$ cat src/rtl/intc_grp_pkg.sv
package intc_grp_pkg;
   localparam int PRIO_W        = 4;
   localparam int FSEL_W        = 4;
   localparam int VEC_W         = 12;
   localparam int BUS_W         = 32;
   localparam int NARROW_BITS   = 16;
   localparam int WIDE_BITS     = 32;
   localparam int NARROW_FIELDS = NARROW_BITS / PRIO_W;
   localparam int WIDE_FIELDS   = WIDE_BITS / PRIO_W;

   typedef logic [PRIO_W-1:0] prio_t;
   typedef logic [VEC_W-1:0]  vec_t;

   // vector code of one source, laid out on a fixed grid
   function automatic vec_t vec_code(input int base, input int step, input int idx);
      return vec_t'(base + idx * step);
   endfunction
endpackage

$ cat src/rtl/intc_prio_bank.sv
module intc_prio_bank
   import intc_grp_pkg::*;
#(
   parameter int N_NARROW = 2,
   parameter int N_WIDE   = 1,
   parameter int ADDR_W   = 4,
   localparam int N_FIELDS   = N_NARROW * NARROW_FIELDS + N_WIDE * WIDE_FIELDS,
   localparam int FIELD_BITS = N_FIELDS * PRIO_W
)(
   input  logic                  clk,
   input  logic                  rst,
   input  logic                  wr,
   input  logic [ADDR_W-1:0]     addr,
   input  logic [BUS_W-1:0]      wdata,
   output logic [FIELD_BITS-1:0] field_prio
);
   localparam int WIDE_LSB = N_NARROW * NARROW_BITS;

   // narrow registers: four fields each, contiguous in the flat field vector
   for (genvar r = 0; r < N_NARROW; r++) begin : g_narrow
      logic [NARROW_BITS-1:0] q;
      always_ff @(posedge clk) begin
         if (rst)
            q <= '0;
         else if (wr && addr == ADDR_W'(r))
            q <= wdata[NARROW_BITS-1:0];
      end
      assign field_prio[r*NARROW_BITS +: NARROW_BITS] = q;
   end

   // wide registers: eight fields each, placed after the narrow ones
   for (genvar w = 0; w < N_WIDE; w++) begin : g_wide
      logic [WIDE_BITS-1:0] q;
      always_ff @(posedge clk) begin
         if (rst)
            q <= '0;
         else if (wr && addr == ADDR_W'(N_NARROW + w))
            q <= wdata[WIDE_BITS-1:0];
      end
      assign field_prio[WIDE_LSB + w*WIDE_BITS +: WIDE_BITS] = q;
   end
endmodule

$ cat src/rtl/intc_mask_reg.sv
module intc_mask_reg #(
   parameter int NUM_SRC = 16,
   parameter int ADDR_W  = 4,
   parameter int SET_OFS = 3,
   parameter int CLR_OFS = 4
)(
   input  logic               clk,
   input  logic               rst,
   input  logic               wr,
   input  logic [ADDR_W-1:0]  addr,
   input  logic [NUM_SRC-1:0] wdata,
   output logic [NUM_SRC-1:0] mask
);
   logic hit_set, hit_clr;

   assign hit_set = wr && (addr == ADDR_W'(SET_OFS));
   assign hit_clr = wr && (addr == ADDR_W'(CLR_OFS));

   always_ff @(posedge clk) begin
      if (rst)
         mask <= '0;
      else if (hit_set)
         mask <= mask | wdata;
      else if (hit_clr)
         mask <= mask & ~wdata;
   end
endmodule

$ cat src/rtl/intc_arbiter.sv
module intc_arbiter
   import intc_grp_pkg::*;
#(
   parameter int NUM_SRC  = 16,
   parameter int N_FIELDS = 16,
   parameter logic [NUM_SRC*FSEL_W-1:0] SRC_FIELD = '0,
   parameter int VEC_BASE = 'h400,
   parameter int VEC_STEP = 'h20,
   localparam int IDX_W = (NUM_SRC > 1) ? $clog2(NUM_SRC) : 1
)(
   input  logic                       clk,
   input  logic                       rst,
   input  logic [NUM_SRC-1:0]         src_lvl,
   input  logic [NUM_SRC-1:0]         mask,
   input  logic [N_FIELDS*PRIO_W-1:0] field_prio,
   output logic                       irq_req,
   output prio_t                      irq_level,
   output vec_t                       irq_vector
);
   prio_t              src_prio [NUM_SRC];
   vec_t               src_vec  [NUM_SRC];
   logic [NUM_SRC-1:0] elig;

   // per-source view: the field it listens to, its eligibility, its code
   for (genvar i = 0; i < NUM_SRC; i++) begin : g_src
      localparam int FIDX = int'(SRC_FIELD[i*FSEL_W +: FSEL_W]);
      if (FIDX >= N_FIELDS) begin : g_bad_map
         $error("source mapped to a field that does not exist");
      end
      assign src_prio[i] = field_prio[FIDX*PRIO_W +: PRIO_W];
      assign src_vec[i]  = vec_code(VEC_BASE, VEC_STEP, i);
      assign elig[i]     = src_lvl[i] && !mask[i] && (src_prio[i] != '0);
   end

   prio_t            best_lvl;
   logic [IDX_W-1:0] best_idx;
   logic             found;

   // ascending scan; strict compare keeps the lowest index on a tie
   always_comb begin
      best_lvl = '0;
      best_idx = '0;
      found    = 1'b0;
      for (int i = 0; i < NUM_SRC; i++) begin
         if (elig[i] && (src_prio[i] > best_lvl)) begin
            best_lvl = src_prio[i];
            best_idx = IDX_W'(i);
            found    = 1'b1;
         end
      end
   end

   always_ff @(posedge clk) begin
      if (rst) begin
         irq_req    <= 1'b0;
         irq_level  <= '0;
         irq_vector <= '0;
      end else if (found) begin
         irq_req    <= 1'b1;
         irq_level  <= best_lvl;
         irq_vector <= src_vec[best_idx];
      end else begin
         irq_req    <= 1'b0;
         irq_level  <= '0;
         irq_vector <= '0;
      end
   end
endmodule

$ cat src/rtl/intc_grp_top.sv
module intc_grp_top
   import intc_grp_pkg::*;
#(
   parameter int NUM_SRC  = 16,
   parameter int N_NARROW = 2,
   parameter int N_WIDE   = 1,
   parameter int ADDR_W   = 4,
   parameter int VEC_BASE = 'h400,
   parameter int VEC_STEP = 'h20,
   parameter logic [NUM_SRC*FSEL_W-1:0] SRC_FIELD = 64'hFC98_6544_3222_2100
)(
   input  logic               clk,
   input  logic               rst,
   input  logic [NUM_SRC-1:0] src_lvl,
   input  logic               bus_wr,
   input  logic               bus_rd,
   input  logic [ADDR_W-1:0]  bus_addr,
   input  logic [31:0]        bus_wdata,
   output logic [31:0]        bus_rdata,
   output logic               irq_req,
   output logic [3:0]         irq_level,
   output logic [11:0]        irq_vector
);
   localparam int N_FIELDS = N_NARROW * NARROW_FIELDS + N_WIDE * WIDE_FIELDS;
   localparam int SET_OFS  = N_NARROW + N_WIDE;
   localparam int CLR_OFS  = SET_OFS + 1;
   localparam int WIDE_LSB = N_NARROW * NARROW_BITS;

   // elaboration-time parameter checks
   if (NUM_SRC < 2 || NUM_SRC > BUS_W) begin : g_chk_src
      $error("NUM_SRC must lie in 2..32");
   end
   if (N_FIELDS > (1 << FSEL_W)) begin : g_chk_fields
      $error("more priority fields than the source map can address");
   end
   if (CLR_OFS >= (1 << ADDR_W)) begin : g_chk_addr
      $error("ADDR_W too small for the register set");
   end
   if (VEC_BASE + (NUM_SRC - 1) * VEC_STEP >= (1 << VEC_W)) begin : g_chk_vec
      $error("vector codes overflow 12 bits");
   end

   logic [N_FIELDS*PRIO_W-1:0] field_prio;
   logic [NUM_SRC-1:0]         mask_bits;
   logic [31:0]                rd_mux;

   intc_prio_bank #(
      .N_NARROW (N_NARROW),
      .N_WIDE   (N_WIDE),
      .ADDR_W   (ADDR_W)
   ) u_bank (
      .clk        (clk),
      .rst        (rst),
      .wr         (bus_wr),
      .addr       (bus_addr),
      .wdata      (bus_wdata),
      .field_prio (field_prio)
   );

   intc_mask_reg #(
      .NUM_SRC (NUM_SRC),
      .ADDR_W  (ADDR_W),
      .SET_OFS (SET_OFS),
      .CLR_OFS (CLR_OFS)
   ) u_mask (
      .clk   (clk),
      .rst   (rst),
      .wr    (bus_wr),
      .addr  (bus_addr),
      .wdata (bus_wdata[NUM_SRC-1:0]),
      .mask  (mask_bits)
   );

   intc_arbiter #(
      .NUM_SRC   (NUM_SRC),
      .N_FIELDS  (N_FIELDS),
      .SRC_FIELD (SRC_FIELD),
      .VEC_BASE  (VEC_BASE),
      .VEC_STEP  (VEC_STEP)
   ) u_arb (
      .clk        (clk),
      .rst        (rst),
      .src_lvl    (src_lvl),
      .mask       (mask_bits),
      .field_prio (field_prio),
      .irq_req    (irq_req),
      .irq_level  (irq_level),
      .irq_vector (irq_vector)
   );

   // read-back multiplexer
   always_comb begin
      rd_mux = '0;
      for (int r = 0; r < N_NARROW; r++) begin
         if (bus_addr == ADDR_W'(r))
            rd_mux = 32'(field_prio[r*NARROW_BITS +: NARROW_BITS]);
      end
      for (int w = 0; w < N_WIDE; w++) begin
         if (bus_addr == ADDR_W'(N_NARROW + w))
            rd_mux = field_prio[WIDE_LSB + w*WIDE_BITS +: WIDE_BITS];
      end
      if (bus_addr == ADDR_W'(SET_OFS) || bus_addr == ADDR_W'(CLR_OFS))
         rd_mux = 32'(mask_bits);
   end

   always_ff @(posedge clk) begin
      if (rst)
         bus_rdata <= '0;
      else if (bus_rd)
         bus_rdata <= rd_mux;
   end
endmodule

$ cat config.mk
export PLATFORM = sky130hd
export DESIGN_NAME = intc_grp_top
export DESIGN_NICKNAME = d
export VERILOG_FILES = /design/src/rtl/intc_grp_pkg.sv /design/src/rtl/intc_prio_bank.sv /design/src/rtl/intc_mask_reg.sv /design/src/rtl/intc_arbiter.sv /design/src/rtl/intc_grp_top.sv
export SDC_FILE = /design/constraint.sdc
export NUM_CORES = 1
export LEC_CHECK = 0
export BUFFER_PORTS_ARGS = -buffer_cell sky130_fd_sc_hd__buf_2
export CAP_MARGIN = 25
export CORE_ASPECT_RATIO = 0.75
export CORE_MARGIN = 4
export CORE_UTILIZATION = 53
export CTS_CLUSTER_SIZE = 30
export DETAILED_ROUTE_END_ITERATION = 10
export PLACE_DENSITY = 0.77
export SLEW_MARGIN = 20
export SYNTH_ARGS = -nofsm -noshare
export SYNTH_HDL_FRONTEND = slang
export SYNTH_SLANG_ARGS = --single-unit
$ cat constraint.sdc
create_clock -name clk -period 28.5 [get_ports clk]
set_input_delay 5.7 -clock clk [delete_from_list [all_inputs] [get_ports clk]]
set_output_delay 5.7 -clock clk [all_outputs]
set_load 0.1 [all_outputs]
* Yosys cells after proc, flatten, opt, wreduce, memory -nomap -nowiden
Memories as Yosys holds them, arrays and structs flattened. A register that Yosys moved wholly into a read port is not among the register bits.
Index checks and enable logic that the tools add are counted.
** Operators by class
- Magnitude comparators :: 16
- Equal/unequal tests :: 4
- Muxes and demuxes :: 54
- Bitwise logic cells :: 5
- Reduce and logical (&&, ||, !) cells :: 84
** Operators by type and width (count)
- 2-to-1 mux 32 bit :: 3
- 2-to-1 mux 4 bit :: 24
- > comparator 4 bit :: 15
- logical AND 1 bit :: 53
- 2-to-1 mux 16 bit :: 3
- nonzero test 4 bit :: 11
- 2-to-1 mux 1 bit :: 18
- bitwise AND 16 bit :: 1
- logical NOT 1 bit :: 16
- NOT 16 bit :: 1
- OR 16 bit :: 1
- 2-to-1 mux 3 bit :: 4
- equality test 4 x 2 -> 1 bit, second input constant :: 2
- NOT 4 -> 5 bit :: 1
- equality test 4 x 1 -> 1 bit, second input constant :: 1
- equality test 4 x 3 -> 1 bit, second input constant :: 1
- > comparator 4 x 1 -> 1 bit, second input constant :: 1
- logical NOT 4 bit :: 1
- 2-to-1 mux 2 bit :: 2
- nonzero test 2 bit :: 1
- OR reduction 2 bit :: 1
- logical OR 1 bit :: 1
- NOT 1 bit :: 1
** Word-level totals
- Flip-flop bits (word level) :: 117
- Bits in read-only memories :: 192
- Bits of input ports :: 56
- Output and inout bits :: 49
- Logic and storage cells :: 171
- Memories :: 1
** Memory list
- (name not given) :: depth 16, width 12, read ports 1, clocked after Yosys merged registers in 1, write ports 0, RTL line intc_arbiter.sv:61 : irq_vector <= src_vec[best_idx];

* Longest topological paths before layout
Gate-level depths: netlist (run 1).
- Depth in word-level cells :: 52
- Mapped depth :: 126
- Depth with buffers taken out :: 124

* Cells and area by module
From an unflattened synthesis (run 1), not the netlist that was laid out.
** Unflattened totals
- Cells, all modules :: 1034
- Area, all modules :: 8889.8 µm²
** Modules (own cells, without submodules)
- intc_arbiter :: instances 1, cells an instance 500, area an instance 3823.7 µm²
- intc_prio_bank :: instances 1, cells an instance 254, area an instance 2673.8 µm²
- intc_grp_top :: instances 1, cells an instance 219, area an instance 1716.6 µm²
- intc_mask_reg :: instances 1, cells an instance 61, area an instance 675.6 µm²

* Least setup slack after synthesis (run 1)
Ideal clock, no wire load.
- Path kind :: input to register
- Start :: input port src_lvl[1]
- End :: register u_arb.irq_level[2]
- Arrival time :: 27.221 ns
- Data required time :: 28.367 ns
- Setup slack :: 1.146 ns
- Stages :: 120
- Path buffers :: 2
- Cell sequence :: nor2b_1 > nor2_1 > nor2_1 > nand2_1 > ha_1 > a21o_1 > maj3_1 > a21oi_1 > nor2_1 > mux2i_1 > inv_1 > ha_1 > a21o_1 > a31o_2 > o21bai_1 > nand3_1 > mux2_2 > inv_1 > (+84 left out) > nor2_1 > a21oi_1 > ha_1 > a21oi_1 > nor3b_1 > a211oi_1 > a31oi_2 > o22a_1 > ha_1 > o21ai_0 > nand2b_1 > a21oi_1 > or3_1 > clkbuf_1 > and3_1 > nand3_1 > o21ai_2 > a211oi_2
** On the way
- Word-level cells in the longest chain between the ends :: 48
- Elaborated cells between the ends (all ways) :: 63
- Classes of those cells :: order compare: 14; mux: 30; bitwise: 1; reduce/logical: 18
** RTL lines
- start, declared :: RTL line intc_grp_top.sv:14 : input logic [NUM_SRC-1:0] src_lvl,
- logical AND 1 bit (*) (2 in series) :: RTL line intc_arbiter.sv:32 : assign elig[i] = src_lvl[i] && !mask[i] && (src_prio[i] != '0);
- logical AND 1 bit (*) :: RTL line intc_arbiter.sv:45 : if (elig[i] && (src_prio[i] > best_lvl)) begin
- 2-to-1 mux 4 bit :: RTL line intc_arbiter.sv:45
- > comparator 4 bit :: RTL line intc_arbiter.sv:45
- logical AND 1 bit :: RTL line intc_arbiter.sv:45
- 2-to-1 mux 4 bit :: RTL line intc_arbiter.sv:45
- > comparator 4 bit :: RTL line intc_arbiter.sv:45
- logical AND 1 bit :: RTL line intc_arbiter.sv:45
- (+31 left out)
- > comparator 4 bit :: RTL line intc_arbiter.sv:45
- logical AND 1 bit :: RTL line intc_arbiter.sv:45
- 2-to-1 mux 4 bit :: RTL line intc_arbiter.sv:45
- > comparator 4 bit :: RTL line intc_arbiter.sv:45
- logical AND 1 bit :: RTL line intc_arbiter.sv:45
- 2-to-1 mux 1 bit :: RTL line intc_arbiter.sv:45
- NOT 1 bit (no source line)
- OR reduction 2 bit (no source line)
- end signal, assigned :: RTL line intc_arbiter.sv:60 : irq_level <= best_lvl;
- end, declared :: RTL line intc_arbiter.sv:17 : output prio_t irq_level,
Every way passes the cells marked *; elsewhere a longest branch is shown, timed or not.
A chain may end at the register's enable or synchronous reset.

* Final worst setup path (run 1)
Same ends and word-level chain as after synthesis.

==> impl_metrics.json, run 1 <==
{
  "diodes": 0,
  "routedWlPerCell_um": 18.7,
  "r2r_slack_ns": 5.94,
  "num_vias": 8268,
  "seq_area_um2": 2440,
  "whs_path_depth": 2,
  "cp_max_fo": 8,
  "area_growth_pct": 20.0,
  "r2r_start": "u_bank.g_narrow[0].q[0]",
  "end_kind": "flip-flop",
  "ant_nets": 0,
  "routed_wl_um": 25400,
  "vias_per_cell": 6.09,
  "slowest_delay_ns": 0.42,
  "critPathLaunchType": "input pin",
  "min_from": "u_bank.g_narrow[1].q[14]",
  "timing.rr.end": "u_arb.irq_level[2]",
  "die_y_um": 114,
  "synth-async-reset-ratio_pct": 0,
  "die_x_um": 149,
  "place_congestion": 0.972,
  "cp_num_cells": 118,
  "finalClockSkew_ns": 0.00802,
  "finalCritPeriodShare_pct": 96.4,
  "initial_core_util_pct": 54.5,
  "cts.htree.levels": 4,
  "period_needed_ns": 27.48,
  "path_clk_slew_ns": 0.06,
  "powerDensity_nw_per_um2": 47.5,
  "track_usage_pct": 28.9,
  "antenna_found_initial": 1,
  "multi_input_area_um2": 5240,
  "die-area_um2": 17000,
  "report.final.slew_viol_count": 0,
  "peakVddDrop_mv": 0.0519,
  "fill_cells": 1224,
  "fmax_ghz": 0.0364,
  "rr_worst_depth": 116,
  "cts-root-buf": "clkbuf_16",
  "worstHoldPathType": "flip-flop to flip-flop",
  "place_area_um2": 8590,
  "gr-total-overflow": 0,
  "cts_buffers": 17,
  "rows": 38,
  "critPathKind": "input pin to flip-flop",
  "finalWorstSetupSlack_ns": 1.02,
  "worstSkewPairLatency_ns": 0.41,
  "clock-sinks": 122,
  "totalPowerFinal_uw": 452,
  "synth_edf_count": 0,
  "syn_avg_cell_area_um2": 7.56,
  "fin_nets": 1243,
  "post-dp-hpwl_um": 18200,
  "core-area_um2": 14500,
  "place_ws_ns": -0.579,
  "pin_count": 105,
  "status": "complete, no violations",
  "hold_buffers": 0,
  "drcViolationCount": 0,
  "drive_gt1_share_pct": 20.7,
  "syn-cell-area_um2": 7930,
  "crit_arrival_ns": 27.80,
  "cp_slowest_cell": "o41a_1",
  "grt_pass1_wl_um": 39300,
  "synth_seq_cells": 122,
  "synth_cell_types": 85,
  "clock_path_buffers": 2,
  "portBuffers": 97,
  "finalHoldViolations": 0,
  "cts_tree": "built",
  "firstDrtPassIters": 8,
  "drt_iter0_markers": 814,
  "setup_viol": 0,
  "grt_pass1_vias": 7558,
  "worst-endpoint-required_ns": 28.82,
  "fin_area_um2": 9520,
  "synth_ff_type": "dfxtp_1",
  "p_leak_nw": 3.68,
  "synth_seq_area_share_pct": 30.8,
  "ys.warnings.count": 0,
  "crit_top_cell": "ha_1",
  "cp_top_family": "compound AO/OA/AOI/OAI gates",
  "slew_headroom_pct": 42.3,
  "synthCells": 1049,
  "max-cap-violations": 0,
  "holdPathEnd": "u_bank.g_narrow[1].q[14]",
  "grt_max_degree": 66,
  "path_buf_inv": 7,
  "worst_pin_slew_ns": 0.865
}
## worst max-delay path by stage
stage | start | to | slack (ns)
2_1_floorplan | src_lvl[1] | u_arb.irq_level[2] | 1.15
3_3_place_gp | src_lvl[1] | u_arb.irq_level[2] | 0.19
4_1_cts | src_lvl[1] | u_arb.irq_level[2] | 0.006
6_report | src_lvl[1] | u_arb.irq_level[2] | 1.02
3_5_place_dp | src_lvl[1] | u_arb.irq_level[2] | -0.58
5_1_grt | src_lvl[1] | u_arb.irq_level[2] | -0.25
## worst min-delay path, stage by stage (launching register included)
cell     delay [ns]
dfxtp_1        0.31
nand2_1        0.05
a21oi_1        0.05
## timing repair
action                                  CTS  global route
endpoints found under the setup margin   10            10
gates cloned                              0             0
resized for setup                         3            42
pin swaps                                 0            14
setup buffers                             0            15
## synthesized netlist by cell type, types with 5 or more instances
cell      count  share of area [%]
mux2i_1      24                3.0
o21ai_0      39                2.5
ha_1         43                6.8
nor4_1        9               0.71
nand3_1      17                1.1
inv_1        57                2.7
o211ai_1      5               0.47
nor2b_1      29                2.3
nand2_1     194                9.2
dfxtp_1     122                 31
nor3b_1       7               0.66
a211oi_1     20                1.9
nor3_1       11               0.69
o21a_1        9               0.85
clkbuf_1     52                2.5
a311o_1       6               0.76
buf_4         7               0.66
nand4_1       6               0.47
o31ai_1       5               0.47
nand2b_1      6               0.47
and3_1       12               0.95
a31oi_1       9               0.71
a21o_1        8               0.76
a21oi_1     110                6.9
mux2_2       18                2.6
xnor2_1       5               0.55
and2_1        6               0.47
a22oi_1      32                3.0
nor2_1       95                4.5
## where the power goes
part           internal [mW]  switching (mW)
logic                 0.0163          0.0394
registers              0.173         0.00307
clock network          0.132          0.0877
## cell type report
type,instances,area share (%)
clock buffers,17,4.47
clock inverters,15,1.87
inverters,58,2.29
multi-input cells,814,55.1
flip-flops and latches,122,25.6
well taps,200,2.63
repair buffers,131,8.05
## layout by cell type, fill, tap and decap left out, drive strengths merged, types with 6 or more instances in the layout
| cell | instances |
|---|---|
| a21o | 8 |
| o21a | 9 |
| nor4 | 10 |
| a22oi | 32 |
| mux2i | 24 |
| conb | 7 |
| a311oi | 7 |
| ha | 43 |
| a211oi | 22 |
| nand2b | 6 |
| buf | 131 |
| nand2 | 194 |
| and2 | 7 |
| clkbuf | 17 |
| dfxtp | 122 |
| a311o | 6 |
| nor2 | 96 |
| a21oi | 112 |
| a31oi | 10 |
| nor3 | 12 |
| nor3b | 8 |
| nand4 | 6 |
| nor2b | 29 |
| inv | 66 |
| nand3 | 18 |
| mux2 | 19 |
| o21ai | 44 |
| and3 | 14 |
## routing by layer
layer  vias up  part of all wire, %  GRT usage, %
li1       3906                    -             -
met2       457                   43          41.2
met5         -                0.039             0
met3        24                   11          7.66
met1      3879                   45          43.7
met4         2                 0.92          6.28
## metrics by stage
step	cells	TNS [ns]	util, %	hold WS, ns
final	1357	0	65.5	0.454
after CTS	1341	0	63.3	0.455
after floorplan	1055	0	-	0.436
after global routing	1357	-1.67	65.5	0.483
after detailed placement	1309	-5.30	59.0	0.448
after global placement	1308	0	58.8	0.443
## logic make-up (layout without fill, tap and decap cells)
group | after synthesis | after routing | share of synthesized area (%)
compound gates | 300 | 300 | 25.5
xor+xnor | 5 | 5 | 0.552
flops | 122 | 122 | 30.8
fa+ha+maj | 46 | 46 | 7.16
simple gates | 413 | 413 | 24.1
buf+inv | 119 | 221 | 6.06
other cells | 1 | 7 | 0.0473
mux | 43 | 43 | 5.77
Power figures use the tool's default switching activity.
==> run 2, diff against run 1 <==
Settings changed: CELL_PAD_IN_SITES_DETAIL_PLACEMENT set to 2, CELL_PAD_IN_SITES_GLOBAL_PLACEMENT set to 2, CORE_UTILIZATION 53 to 33, PLACE_DENSITY 0.77 to unset, PLACE_DENSITY_LB_ADDON set to 0.1, SYNTH_HIERARCHICAL set to 1.
==> impl_metrics.json, run 2 <==
{
  "diodes": 0,
  "synth_seq_area_share_pct": 27.5,
  "p_leak_nw": 4.29,
  "post-dp-hpwl_um": 26200,
  "routedWlPerCell_um": 23.7,
  "fill_cells": 2916,
  "synth_ff_type": "dfxtp_1",
  "path_buf_inv": 13,
  "worstHoldPathType": "flip-flop to flip-flop",
  "gr-total-overflow": 0,
  "syn_avg_cell_area_um2": 8.60,
  "finalWorstSetupSlack_ns": 0.986,
  "clkPwrFrac_pct": 49.8,
  "core-area_um2": 26200,
  "finalClockSkew_ns": 0.0108,
  "synth_edf_count": 0,
  "worst-endpoint-required_ns": 28.83,
  "ant_nets": 0,
  "synthCells": 1034,
  "place_congestion": 0.851,
  "synth_common_cells": "122 x dfxtp_1, 103 x nand2b_1, 88 x nor2_1, 64 x mux2i_1, 57 x a21oi_1",
  "cts_buffers": 17,
  "synth_cell_types": 109,
  "rows": 51,
  "slew_headroom_pct": 34.8,
  "antenna_found_initial": 0,
  "pwr-share-seq_pct": 36.1,
  "area_growth_pct": 20.3,
  "die_x_um": 198,
  "final_cell_mix": "122 x dfxtp_1, 103 x nand2b_1, 97 x buf_2",
  "netlist.area_leader.share_pct": 27.5,
  "critPathKind": "input pin to flip-flop",
  "crit_arrival_ns": 27.84,
  "holdWs_ns": 0.466,
  "swShare_pct": 28.2,
  "cts.htree.levels": 4,
  "internal-power_uw": 353,
  "die-area_um2": 29700,
  "clock-sinks": 122,
  "cts_tree": "built",
  "die_y_um": 150,
  "crit_top_cell": "ha_1",
  "grt_pass1_vias": 8957,
  "final_cells": 1505,
  "final_common_cell": "dfxtp_1",
  "vias_per_cell": 5.69,
  "grt_pass1_wl_um": 54000,
  "ys.warnings.count": 6,
  "finalHoldViolations": 0,
  "firstDrtPassIters": 5,
  "cp_max_fo": 6,
  "num_vias": 8564,
  "period_needed_ns": 27.51,
  "cts-root-buf": "clkbuf_16",
  "place_ws_ns": -0.308,
  "report.final.slew_viol_count": 0,
  "path_clk_slew_ns": 0.06,
  "end_kind": "flip-flop",
  "powerDensity_nw_per_um2": 46.0,
  "worstSkewPairLatency_ns": 0.42,
  "slowest_delay_ns": 0.41,
  "critPathLaunchType": "input pin",
  "clock_path_buffers": 2,
  "track_usage_pct": 23.4,
  "p_sw_uw": 139,
  "setup_viol": 0,
  "fin_tns_setup_ns": 0,
  "syn-cell-area_um2": 8890,
  "synth.area.top_cells": "dfxtp_1 27%, nand2b_1 7.2%, mux2i_1 7.2%, ha_1 6.1%, nor2_1 3.7%",
  "peakVddDrop_mv": 0.0416,
  "dp.cells": 1454,
  "p_comb_share_pct": 14.1,
  "status": "complete, no violations",
  "drt_iter0_markers": 501,
  "cp_top_family": "compound AO/OA/AOI/OAI gates",
  "hold_buffers": 0,
  "routed_wl_um": 35600,
  "fmax_ghz": 0.0363,
  "fin_nets": 1247,
  "synth_seq_cells": 122,
  "synth-async-reset-ratio_pct": 0,
  "drcViolationCount": 0,
  "grt_max_degree": 66,
  "cp_slowest_cell": "mux2_2",
  "pin_count": 105,
  "synth.most_common_cell": "dfxtp_1",
  "fin_area_um2": 10700,
  "finalCritPeriodShare_pct": 96.5,
  "portBuffers": 97,
  "max-cap-violations": 0,
  "initial_core_util_pct": 33.9,
  "synth_top_area_cell": "dfxtp_1",
  "drive_gt1_share_pct": 25.6,
  "place_area_um2": 9700,
  "worst_pin_slew_ns": 0.977
}
[run 2: cell count changes in the layout (fill, tap and decap cells not counted), sizes merged, moves of 10 or more]
cell and change:
mux2i +41, nand4 +14, inv -12, nand2 -155, o2111ai +16, nand4b +15
a22oi -32, a21oi -46, a211oi -15, a31oi +15, o21ai +10, buf +23
a32o +16, nand2b +98
[run 2: repair_timing]
| item | in CTS | in global routing |
|---|---|---|
| setup endpoints to repair | 3 | 10 |
| pin swaps | 0 | 12 |
| gates cloned | 0 | 0 |
| hold endpoints to repair | 0 | 0 |
| buffers inserted | 0 | 18 |
| gates resized for setup | 1 | 43 |
[run 2: per-stage QoR]
stage | power, mW | utilization (%)
floorplan | 0.228 | -
global placement | 0.247 | 37.0
detailed placement | 0.248 | 37.0
CTS | 0.493 | 39.5
global route | 0.509 | 40.8
finish | 0.491 | 40.8
[run 2: area by class of cell]
cell class,instances,area [um^2],area share [%]
Multi-Input combinational cell,801,6050,56.6
Sequential cell,122,2440,22.8
Timing Repair Buffer,154,921,8.61
Clock buffer,19,443,4.14
Tap cell,344,430,4.02
Clock inverter,13,214,2.00
Inverter,52,195,1.83
[run 2: worst register-to-register path: cells and delay by family (launching register included)]
| kind | cells | cell delay [ns] |
|---|---|---|
| DFF | 1 | 0.35 |
| and+or+nand+nor | 28 | 4.17 |
| muxes | 9 | 2.55 |
| adders and majority gates | 14 | 4.31 |
| AOI/OAI and AO/OA | 47 | 9.76 |
| buffers and inverters | 12 | 1.57 |
[run 2: final timing paths]
path | slack, ns | end | from | depth (start not counted)
worst min-delay path | 0.47 | u_bank/g_narrow[1].q[14] | u_bank/g_narrow[1].q[14] | 2
worst max-delay path | 0.99 | u_arb/irq_level[3] | src_lvl[0] | 111
worst max register to register | 5.75 | u_arb/irq_level[3] | u_bank/g_narrow[0].q[0] | 110
worst min register to register | 0.47 | u_bank/g_narrow[1].q[14] | u_bank/g_narrow[1].q[14] | 2
[run 2: cells by family after synthesis]
group                    Yosys count  synth area share [%]
AND/OR/NAND/NOR                  390                  26.0
AO/OA/AOI/OAI                    277                  23.8
flip-flops                       122                  27.5
buffers and inverters            117                  6.88
multiplexers                      80                  9.36
adder cells (fa/ha/maj)           44                  6.16
XOR/XNOR                           3                 0.296
other                              1                0.0422
[run 2: power groups by stage]
stage | Clock [mW] | Sequential (mW) | Combinational, mW
finish | 0.245 | 0.177 | 0.0694
global route | 0.257 | 0.178 | 0.0741
CTS | 0.248 | 0.177 | 0.0670
detailed placement | 0 | 0.181 | 0.0666
global placement | 0 | 0.181 | 0.0655
floorplan | 0 | 0.190 | 0.0374
[run 2: per-layer routing]
layer	track usage [%]	wire (um)
met4	3.58	151
met2	35.1	15600
met5	0	0
met3	3.65	1370
met1	36.0	18500
==> run 3, diff against run 2 <==
Settings changed: ABC_AREA set to 1, CORE_UTILIZATION 33 to 29.
==> impl_metrics.json, run 3 <==
{
  "status": "complete, no violations",
  "die_x_um": 209,
  "multi_input_area_um2": 5090,
  "rsz0062_at_grt": "no",
  "post_cts_buffers": 0,
  "period_needed_ns": 22.44,
  "hold_buffers": 0,
  "dr_wl_met3_um": 1100,
  "routedWlPerCell_um": 20.3,
  "synthCells": 1365,
  "rows": 54,
  "synth_cell_types": 41,
  "grt_max_degree": 67,
  "ant_nets": 0,
  "syn_avg_cell_area_um2": 6.42,
  "final_common_cell": "nand2_1",
  "fill_cells": 3677,
  "firstDrtPassIters": 5,
  "finalClockSkew_ns": 0.00886,
  "r2r_start": "u_bank/g_narrow[0].q[2]",
  "clock-sinks": 122,
  "gr-total-overflow": 0,
  "cts_resized": 0,
  "slew_headroom_pct": 38.8,
  "track_usage_pct": 22.3,
  "end_kind": "flip-flop",
  "slowest_delay_ns": 0.50,
  "clkPwrFrac_pct": 39.2,
  "internal-power_uw": 335,
  "routed_wl_um": 36900,
  "max-cap-violations": 0,
  "seq_area_um2": 2440,
  "wl_met2_um": 15600,
  "fin_area_um2": 9960,
  "diodes": 0,
  "cp_top_family": "simple AND/OR/NAND/NOR gates",
  "powerDensity_nw_per_um2": 52.5,
  "antenna_found_initial": 0,
  "worst-endpoint-required_ns": 28.82,
  "peakVddDrop_mv": 0.0392,
  "synth_top_family_by_area": "simple AND/OR/NAND/NOR gates",
  "ys.warnings.count": 6,
  "setup_viol": 0,
  "synthAdderAreaFrac_pct": 6.14,
  "synth-async-reset-ratio_pct": 0,
  "cp_max_fo": 14,
  "syn-cell-area_um2": 8770,
  "crit_start": "src_lvl[1]",
  "drcViolationCount": 0,
  "synth_common_cells": "287 x nand2_1, 212 x inv_1, 138 x nor2_1, 130 x nand3_1, 122 x dfxtp_1",
  "critPathLaunchType": "input pin",
  "place_area_um2": 9440,
  "cp_slowest_cell": "nor4_2",
  "fmax_ghz": 0.0446,
  "worstHoldPathType": "flip-flop to flip-flop",
  "synth_ff_type": "dfxtp_1",
  "synth_seq_cells": 122,
  "die-area_um2": 33100,
  "place_congestion": 0.842,
  "core-area_um2": 29500,
  "synth.most_common_cell": "nand2_1",
  "synth_edf_count": 0,
  "cts.htree.levels": 4,
  "critPathKind": "input pin to flip-flop",
  "grt_pass1_vias": 9726,
  "synth_top_area_cell": "dfxtp_1",
  "fin_tns_setup_ns": 0,
  "finalCritPeriodShare_pct": 78.7,
  "report.final.slew_viol_count": 0,
  "worst_pin_slew_ns": 0.917,
  "drt_iter0_markers": 444,
  "die_y_um": 159,
  "utilization_pct": 33.8,
  "post-dp-hpwl_um": 28000,
  "synth_mux_area_share_pct": 0,
  "path_buf_inv": 20,
  "worstSkewPairLatency_ns": 0.44,
  "place_ws_ns": 5.60,
  "routed.top_layer": "met4",
  "synth_simple_gate_area_share_pct": 42.3,
  "pin_count": 105,
  "synth_xor_area_share_pct": 0,
  "fin_nets": 1520,
  "swShare_pct": 36.0,
  "synth_compound_area_share_pct": 9.09,
  "area_growth_pct": 13.6,
  "cts_tree": "built",
  "clock_path_buffers": 2,
  "p_sw_uw": 188,
  "cts-root-buf": "clkbuf_16",
  "crit_top_cell": "nand2_1",
  "cts_buffers": 17,
  "final_cell_mix": "287 x nand2_1, 212 x inv_1, 138 x nor2_1",
  "p_comb_share_pct": 26.0,
  "pwr-share-seq_pct": 34.8,
  "wl_met1_um": 19900,
  "finalWorstSetupSlack_ns": 6.06,
  "initial_core_util_pct": 29.8,
  "crit_arrival_ns": 22.77,
  "p_leak_nw": 4.85,
  "min_from": "u_bank/g_wide[0].q[25]",
  "synth.area.top_cells": "dfxtp_1 28%, nand2_1 12%, inv_1 9.1%, nand3_1 7.4%, nand4_1 6.7%",
  "finalHoldViolations": 0,
  "netlist.area_leader.share_pct": 27.9,
  "vias_per_cell": 5.09,
  "num_vias": 9273,
  "grt_pass1_wl_um": 57100,
  "drive_gt1_share_pct": 16.4,
  "path_clk_slew_ns": 0.06,
  "totalPowerFinal_uw": 523,
  "synth_seq_area_share_pct": 27.9,
  "portBuffers": 97
}
[run 3: changes by cell type after synthesis, sizes merged, moves of 17 or more]
cell / before / now
nand2: 39 / 325
inv: 52 / 225
nand3: 18 / 146
nand2b: 104 / 0
nor2: 89 / 165
nand4: 20 / 95
mux2i: 65 / 0
a31oi: 25 / 2
buf: 36 / 59
nor2b: 23 / 0
a21oi: 66 / 46
o2111ai: 19 / 0
o21bai: 1 / 19
o21ai: 54 / 71
[run 3: logic make-up after synthesis]
group	after synthesis
fa+ha+maj	43
buf+inv	301
compound gates	143
other cells	1
flops	122
simple gates	755
[run 3: routing by layer]
metal	track usage (%)	vias to the layer above
li1	-	4504
met2	33.3	133
met3	2.68	17
met5	0	-
met4	4.16	0
met1	34.5	4619
[run 3: final cells by class]
type | count | share of cell area (%)
multi-input combinational | 948 | 51.1
tap | 392 | 4.92
clock buffer | 24 | 4.84
timing repair buffer | 104 | 5.60
inverter | 228 | 8.62
clock inverter | 3 | 0.427
sequential | 122 | 24.5
[run 3: worst min-delay path, stage by stage, from the launching register on]
cell,delay [ns]
dfxtp_1,0.31
nand2_1,0.06
a21oi_1,0.05
[run 3: path summary, 6_finish.rpt]
| kind | endpoint | slack, ns | depth (start not counted) |
|---|---|---|---|
| setup reg to reg | u_arb/irq_level[0] | 10.94 | 119 |
| setup / recovery | u_arb/irq_level[0] | 6.06 | 120 |
| hold / removal | bus_rdata[25] | 0.46 | 2 |
| hold reg to reg | bus_rdata[25] | 0.46 | 2 |
[run 3: through the flow]
step | std cells | hold WS (ns)
after floorplan | 1371 | 0.437
after global placement | 1793 | 0.457
after detailed placement | 1794 | 0.465
after CTS | 1821 | 0.469
after global routing | 1821 | 0.498
final | 1821 | 0.465
[run 3: power by group through the flow]
| stage | Sequential, mW | Combinational (mW) | Clock (mW) |
|---|---|---|---|
| floorplan | 0.207 | 0.0794 | 0 |
| global placement | 0.185 | 0.132 | 0 |
| detailed placement | 0.185 | 0.136 | 0 |
| CTS | 0.182 | 0.137 | 0.210 |
| global route | 0.182 | 0.150 | 0.217 |
| finish | 0.182 | 0.136 | 0.205 |
